File: config.mk
export PLATFORM = sky130hd
export DESIGN_NAME = r4_acs_array
export DESIGN_NICKNAME = d
export VERILOG_FILES = /design/src/rtl/r4_acs_pkg.sv /design/src/rtl/r4_wrap_cmp.sv /design/src/rtl/r4_acs_unit.sv /design/src/rtl/r4_acs_array.sv
export SDC_FILE = /design/constraint.sdc
export NUM_CORES = 1
export LEC_CHECK = 0
export ABC_AREA = 1
export BUFFER_PORTS_ARGS = -buffer_cell sky130_fd_sc_hd__buf_2
export CORE_UTILIZATION = 40
export CTS_CLUSTER_SIZE = 14
export DETAILED_ROUTE_END_ITERATION = 12
export PLACE_DENSITY_LB_ADDON = 0.08
export SYNTH_ARGS = -nofsm -noshare
export SYNTH_HDL_FRONTEND = slang
export SYNTH_HIERARCHICAL = 1
export SYNTH_SLANG_ARGS = --single-unit
File: constraint.sdc
create_clock -name clk -period 12.1 [get_ports clk]
set_input_delay 1.815 -clock clk [delete_from_list [all_inputs] [get_ports clk]]
set_output_delay 1.815 -clock clk [all_outputs]
set_load 0.01 [all_outputs]
File: src/rtl/r4_acs_pkg.sv
// Package: shared helpers for the radix-4 ACS array.
// Assumes metrics are unsigned values that wrap modulo 2^W.
package r4_acs_pkg;

    // Wrap-aware ordering: a is below b when (a - b) in W bits is negative.
    function automatic logic wrap_below(input logic [15:0] a, input logic [15:0] b,
                                        input int unsigned w);
        logic [15:0] diff;
        diff = a - b;
        return diff[w-1];
    endfunction

endpackage

File: src/rtl/r4_wrap_cmp.sv
// Module: r4_wrap_cmp
// Purpose: decides whether metric a is smaller than metric b under wrap-around
// arithmetic. Assumes the true spread between a and b is below 2^(W-1).
module r4_wrap_cmp #(
    parameter int W = 8
) (
    input  logic [W-1:0] a,
    input  logic [W-1:0] b,
    output logic         a_below
);
    logic [W-1:0] diff;

    // Difference taken in W bits; its sign bit gives the ordering.
    always_comb begin
        diff    = a - b;
        a_below = diff[W-1];
    end
endmodule

File: src/rtl/r4_acs_unit.sv
// Module: r4_acs_unit
// Purpose: one radix-4 add-compare-select. It adds four branch metrics to four
// predecessor metrics, picks the smallest sum and returns it with its 2-bit index.
// Assumes the candidate spread is below 2^(W-1). Ties go to the lower index.
module r4_acs_unit
    import r4_acs_pkg::*;
#(
    parameter int W  = 8,
    parameter int BW = 5
) (
    input  logic [4*W-1:0]  pred_metrics,
    input  logic [4*BW-1:0] branch,
    output logic [W-1:0]    new_metric,
    output logic [1:0]      decision
);
    logic [W-1:0] cand [4];
    logic         pick1, pick3, pick_hi;
    logic [W-1:0] lo_win, hi_win;

    // Add stage: carries out of W bits are dropped on purpose.
    for (genvar j = 0; j < 4; j++) begin : g_add
        assign cand[j] = pred_metrics[j*W +: W] + W'(branch[j*BW +: BW]);
    end

    // First compare level: each pair keeps its lower index unless strictly beaten.
    r4_wrap_cmp #(.W(W)) u_cmp01 (.a(cand[1]), .b(cand[0]), .a_below(pick1));
    r4_wrap_cmp #(.W(W)) u_cmp23 (.a(cand[3]), .b(cand[2]), .a_below(pick3));

    // Pair winners are selected before the final compare.
    always_comb begin
        lo_win = pick1 ? cand[1] : cand[0];
        hi_win = pick3 ? cand[3] : cand[2];
    end

    // Final compare: the upper pair wins only when strictly smaller.
    r4_wrap_cmp #(.W(W)) u_cmp_fin (.a(hi_win), .b(lo_win), .a_below(pick_hi));

    // Decision encoding and 4:1 select of the surviving metric.
    always_comb begin
        decision   = pick_hi ? {1'b1, pick3} : {1'b0, pick1};
        new_metric = cand[decision];
    end

    // Guard: the chosen sum is not beaten by any candidate, and no lower
    // index holds the same value.
    always_comb begin
        for (int j = 0; j < 4; j++) begin
            assert_min_R3: assert (!wrap_below(16'(cand[j]), 16'(new_metric), W))
                else $error("candidate %0d below selected metric", j);
            assert_tie_low_R6: assert (!(j < int'(decision) && cand[j] == new_metric))
                else $error("lower index %0d ties the winner", j);
        end
    end
endmodule

File: src/rtl/r4_acs_array.sv
// Module: r4_acs_array
// Purpose: radix-4 state-metric update for an NS-state trellis. One ACS unit per
// state feeds a registered metric bank, which also accepts a synchronous seed
// load. Assumes NS is a power of two of at least 4 and that the seeds are
// trellis-consistent, so every live metric spread stays below 2^(MW-1).
module r4_acs_array #(
    parameter int NS  = 8,
    parameter int MW  = 8,
    parameter int BMW = 5
) (
    input  logic                clk,
    input  logic                rst_n,
    input  logic                step_valid,
    input  logic                seed_load,
    input  logic [NS*MW-1:0]    seed_metrics,
    input  logic [NS*4*BMW-1:0] branch_metrics,
    output logic [NS*MW-1:0]    metrics,
    output logic [NS*2-1:0]     decisions,
    output logic                upd_valid
);
    localparam int GROUP = NS / 4;

    logic [MW-1:0] bank_q   [NS];
    logic [1:0]    dec_q    [NS];
    logic [MW-1:0] next_m   [NS];
    logic [1:0]    next_d   [NS];
    logic          accept;

    assign accept = step_valid && !seed_load;

    // One ACS per state; candidate j reads predecessor j*GROUP + s/4.
    for (genvar s = 0; s < NS; s++) begin : g_state
        logic [4*MW-1:0] preds;
        for (genvar j = 0; j < 4; j++) begin : g_pred
            assign preds[j*MW +: MW] = bank_q[j*GROUP + s/4];
        end
        r4_acs_unit #(.W(MW), .BW(BMW)) u_acs (
            .pred_metrics (preds),
            .branch       (branch_metrics[s*4*BMW +: 4*BMW]),
            .new_metric   (next_m[s]),
            .decision     (next_d[s])
        );
        assign metrics[s*MW +: MW] = bank_q[s];
        assign decisions[2*s +: 2] = dec_q[s];
    end

    // Bank register: reset, seed load, update or hold.
    always_ff @(posedge clk) begin
        if (!rst_n) begin
            for (int s = 0; s < NS; s++) begin
                bank_q[s] <= '0;
                dec_q[s]  <= '0;
            end
        end else if (seed_load) begin
            for (int s = 0; s < NS; s++) bank_q[s] <= seed_metrics[s*MW +: MW];
        end else if (step_valid) begin
            for (int s = 0; s < NS; s++) begin
                bank_q[s] <= next_m[s];
                dec_q[s]  <= next_d[s];
            end
        end
    end

    // Update flag: marks a bank that holds a fresh ACS result.
    always_ff @(posedge clk) begin
        if (!rst_n) upd_valid <= 1'b0;
        else        upd_valid <= accept;
    end

    assert_reset_R1: assert property (@(posedge clk)
        !rst_n |=> (metrics == '0 && decisions == '0 && !upd_valid));

    assert_seed_R2: assert property (@(posedge clk) disable iff (!rst_n)
        seed_load |=> (metrics == $past(seed_metrics) && !upd_valid));

    assert_hold_R7: assert property (@(posedge clk) disable iff (!rst_n)
        (!seed_load && !step_valid) |=> ($stable(metrics) && $stable(decisions)));

    assert_flag_R8: assert property (@(posedge clk) disable iff (!rst_n)
        (step_valid && !seed_load) |=> upd_valid);
endmodule

# Yosys cells after proc, flatten, opt, wreduce, memory -nomap -nowiden
# Memories as Yosys holds them, arrays and structs flattened.
# Index checks and enable logic that the tools add are counted.
# totals
n_memories,2
mem_bits_rw,80
wordCells,181
in_bits,228
reg_bits,1
# op_classes
bitwise,32
mux,80
n_reduce_logical,2
order_cmp,8
addsub,56
# mem_list
memory,depth,width,rd,rd_clocked_by_memory_dff,wr,line,rtl
bank_q,8,8,8,0,8,r4_acs_array.sv:23,logic [MW-1:0] bank_q [NS];
dec_q,8,2,8,0,8,r4_acs_array.sv:24,logic [1:0] dec_q [NS];
# ops
op,count
8-bit 2-to-1 mux,48
8-bit by 5-bit adder with 8-bit output,32
8-bit subtractor,24
8-bit binary-select mux with 2-bit select,8
2-bit 2-to-1 mux,16
3-bit greater-or-equal comparator (second input constant),8
2-bit NOT with 3-bit output,8
1-bit OR,24
1-bit 2-to-1 mux,8
1-bit logical AND,1
1-bit zero test,1

# Depth between registers and ports, before layout
# depth
depth_word,10
ltp_mapped,39
depth_no_buf,38

# By module
# The synthesis kept the hierarchy.
# modules_own_cells
module,instances,area_per_inst_um2,cells_each
r4_acs_unit (g_state[0].u_acs ...),7,1671.6,318
r4_wrap_cmp,24,203.9,37
r4_acs_array,1,3669.8,347
r4_acs_unit (g_state[3].u_acs),1,1695.4,329

# Worst setup path after synthesis
# OpenSTA, ideal clock, no wires.
# synth_timing
path_kind,input-to-reg
start,input port branch_metrics[150]
end,"memory bank_q[7][4], in the netlist bank_q[0][60], data pin"
arrival_time_ns,5.581
t_required_ns,11.847
slack_ns,6.266
path_stages,36
setup_time_ns,0.253
path_cell_list,ha_1 inv_1 fa_1 inv_1 nand2_1 nand2_1 and2_4 nand2_1 and2_1 inv_1 inv_1 ha_1 nand2_1 nand2_1 a21oi_2 nand2_1 nand2_1 nand2_1 inv_1 buf_2 nand3_1 o21a_1 ha_1 nand2_1 inv_1 a21oi_2 nand2_1 nand2_1 nand2_1 o21ai_2 buf_4 nand3_1 nand3_2 nand2_1 nand4_1 nand2_1
# synth_rtl
item,line,rtl
from (decl),r4_acs_array.sv:16,"input logic [NS*4*BMW-1:0] branch_metrics,"
to (decl),r4_acs_array.sv:23,

==> flow_metrics.env <==
export IMPL_syn_inst=3790
export IMPL_finalSetupViolCount=0
export IMPL_cts_tree="built"
export IMPL_whs_ns=1.21
export IMPL_synthTopCellsByArea="nand2_1 22%, ha_1 17%, inv_1 13%, edfxtp_1 11%, nand3_1 11%"
export IMPL_critical_path_max_stage_delay_ns=0.61
export IMPL_num_vias=23634
export IMPL_die_h_um=236
export IMPL_cts_hold_buffers=0
export IMPL_place_ws_ns=4.88
export IMPL_crit_type="in -> reg"
export IMPL_cp_start_kind="primary input"
export IMPL_status="complete, no violations"
export IMPL_portBuffers=308
export IMPL_fin_crit_ns=6.86
export IMPL_coreArea_um2=54000
export IMPL_dieArea_um2=55800
export IMPL_wl_mm=80.1
export IMPL_grt_usage_pct=28.6
export IMPL_initial_core_util_pct=40.6
export IMPL_drive_above_1_share_pct=10.2
export IMPL_htreeDepth=3
export IMPL_synth_top_area_share_pct=21.9
export IMPL_arrival_ns=6.98
export IMPL_synthFlopType="edfxtp_1"
export IMPL_antenna_found_initial=6
export IMPL_crit_path_start="branch_metrics[30]"
export IMPL_drc=0
export IMPL_synth_edf_count=80
export IMPL_reg2reg_to="bank_q[0][15]"
export IMPL_maxCapViolCount=0
export IMPL_clock_path_buffers=2
export IMPL_fin_crit_sh_pct=56.7
export IMPL_area_growth_syn_to_layout_pct=10.7
export IMPL_fp_dieW_um=236
export IMPL_grt_start_max_net_pins=67
export IMPL_synth_area_per_cell_um2=5.79
export IMPL_synth_top_area_cell="nand2_1"
export IMPL_routedWlPerCell_um=16.8
export IMPL_rsz0062_at_grt="no"
export IMPL_yosysUniqueCellTypes=34
export IMPL_ys_async_sr_fraction_pct=0
export IMPL_fin_worst_skew_ns=0.00728
export IMPL_rows=85
export IMPL_min_path_type="reg -> reg"
export IMPL_hold_viol_final=0
export IMPL_tightestPinTransition_ns=1.11
export IMPL_drt_initial_drc_count=1724
export IMPL_cts_sinks=81
export IMPL_syn_area_um2=22000
export IMPL_cts_made_buffers=9
export IMPL_crit_required_ns=12.22
export IMPL_tns_ns=0
export IMPL_syn_num_nets=4354
export IMPL_grt_pass1_wl_mm=123
export IMPL_fmax_mhz=146
export IMPL_cts_setup_buffers=0
export IMPL_grt_overflow=0
export IMPL_fill_cells=6044
export IMPL_synth_seq_cells=81
export IMPL_critPathCaptureType="flop"
export IMPL_clk_latency_ns=0.39
export IMPL_cts_resized=0
export IMPL_vias_per_cell=4.97
export IMPL_ff2ff_path_depth=33
export IMPL_path_clk_slew_ns=0.07
export IMPL_maxSlewViolCount=0
export IMPL_yosys_warnings=6
export IMPL_grt_pass1_vias=22301
export IMPL_crit_path_frequent_cell="nand2_1"
export IMPL_min_to="bank_q[0][62]"
export IMPL_hp_start="bank_q[0][30]"
export IMPL_cts_root_buf="clkbuf_16"
export IMPL_nNetsFinal=4612
export IMPL_dp_hpwl_mm=66.2
export IMPL_regToRegStartpoint="bank_q[0][33]"
export IMPL_route_antenna_remaining_nets=0
export IMPL_r2r_slack_ns=6.02
export IMPL_finalWorstSetupSlack_ns=5.24
export IMPL_synth_seq_area_share_pct=11.0
export IMPL_slew_headroom_pct=25.6
export IMPL_io_pin_count=309
export IMPL_drtPass1Iterations=6
export IMPL_hold_depth=8
export IMPL_routabilityCongestion=0.914
export IMPL_cp_slowest_cell="o21ai_2"
export IMPL_cp_max_fo=13
==> layout make-up <==
| class | instances | area (um^2) | area share [%] |
|---|---|---|---|
| clock buffer | 9 | 225 | 0.926 |
| inverter | 776 | 2910 | 12.0 |
| antenna | 2 | 5.00 | 0.0206 |
| sequential | 81 | 2420 | 9.96 |
| tap | 696 | 871 | 3.58 |
| timing repair buffer | 319 | 1630 | 6.69 |
| clock inverter | 7 | 77.6 | 0.319 |
| multi-input combinational | 2861 | 16200 | 66.5 |
==> synth_stat cells (8+ instances only) <==
| master | instances |
|---|---|
| edfxtp_1 | 80 |
| a31oi_1 | 8 |
| o21ai_2 | 9 |
| and2_4 | 9 |
| or2_2 | 10 |
| ha_1 | 304 |
| nand3_2 | 14 |
| and2_1 | 46 |
| inv_1 | 766 |
| buf_4 | 35 |
| a21boi_1 | 8 |
| buf_2 | 30 |
| a21oi_1 | 103 |
| or2_1 | 52 |
| nand4_1 | 67 |
| nand2_1 | 1279 |
| a21oi_2 | 24 |
| nand3b_1 | 24 |
| a21boi_0 | 8 |
| o21ai_1 | 21 |
| xnor2_1 | 24 |
| o31ai_1 | 16 |
| fa_1 | 32 |
| o21a_1 | 39 |
| xor2_1 | 40 |
| nor2_1 | 229 |
| inv_2 | 10 |
| nand3_1 | 469 |
| o21ai_0 | 12 |
==> critical path, delay by kind of cell <==
| family | cells | cell delay [ns] |
|---|---|---|
| AOI/OAI and AO/OA | 4 | 1.06 |
| and+or+nand+nor | 20 | 2.19 |
| buffers and inverters | 7 | 0.72 |
| adders and majority gates | 4 | 1.16 |
==> metal layers <==
layer	global-route usage (%)	wire length [um]	vias up
li1	-	-	12425
met4	7.81	2150	8
met1	40.1	38600	10461
met2	46.0	35000	633
met3	3.41	4270	107
met5	0	46	-
==> metrics by stage <==
stage / std cells / utilization, % / area (um^2)
6_report: 4751 / 45.0 / 24300
5_1_grt: 4751 / 45.0 / 24300
4_1_cts: 4749 / 45.0 / 24300
3_5_place_dp: 4733 / 44.4 / 24000
3_3_place_gp: 4733 / 44.4 / 24000
2_1_floorplan: 3790 / - / 22000
==> worst max path at each step <==
stage | end | slack [ns]
2_1_floorplan | bank_q[0][60] | 6.27
3_3_place_gp | bank_q[0][25] | 4.88
3_5_place_dp | bank_q[0][15] | 4.88
4_1_cts | bank_q[0][15] | 5.29
5_1_grt | bank_q[0][1] | 4.70
6_report | bank_q[0][15] | 5.24
==> logic make-up after synthesis <==
family	share of synthesized area, %
and+or+nand+nor	43.5
buffers and inverters	15.4
adders and majority gates	20.2
AOI/OAI and AO/OA	7.35
DFF	11.0
xor gates and xnor gates	2.55
==> state kept, by name (all words and copies together), names as in the netlist <==
register and cells:
upd_valid 1, dec_q 16, bank_q 64
==> layout by cell type (no fill, tap or decap), types with 32 or more instances in the layout <==
master,Yosys,routed
a21oi_1,103,103
and2_1,46,46
buf_2,30,307
edfxtp_1,80,80
fa_1,32,32
ha_1,304,304
inv_1,766,766
nand2_1,1279,1279
nand3_1,469,468
nand4_1,67,67
nor2_1,229,229
o21a_1,39,39
or2_1,52,52
xor2_1,40,40
Power is not shown: default switching activity piles up to over one toggle a cycle in this logic, so the estimate is an artifact.
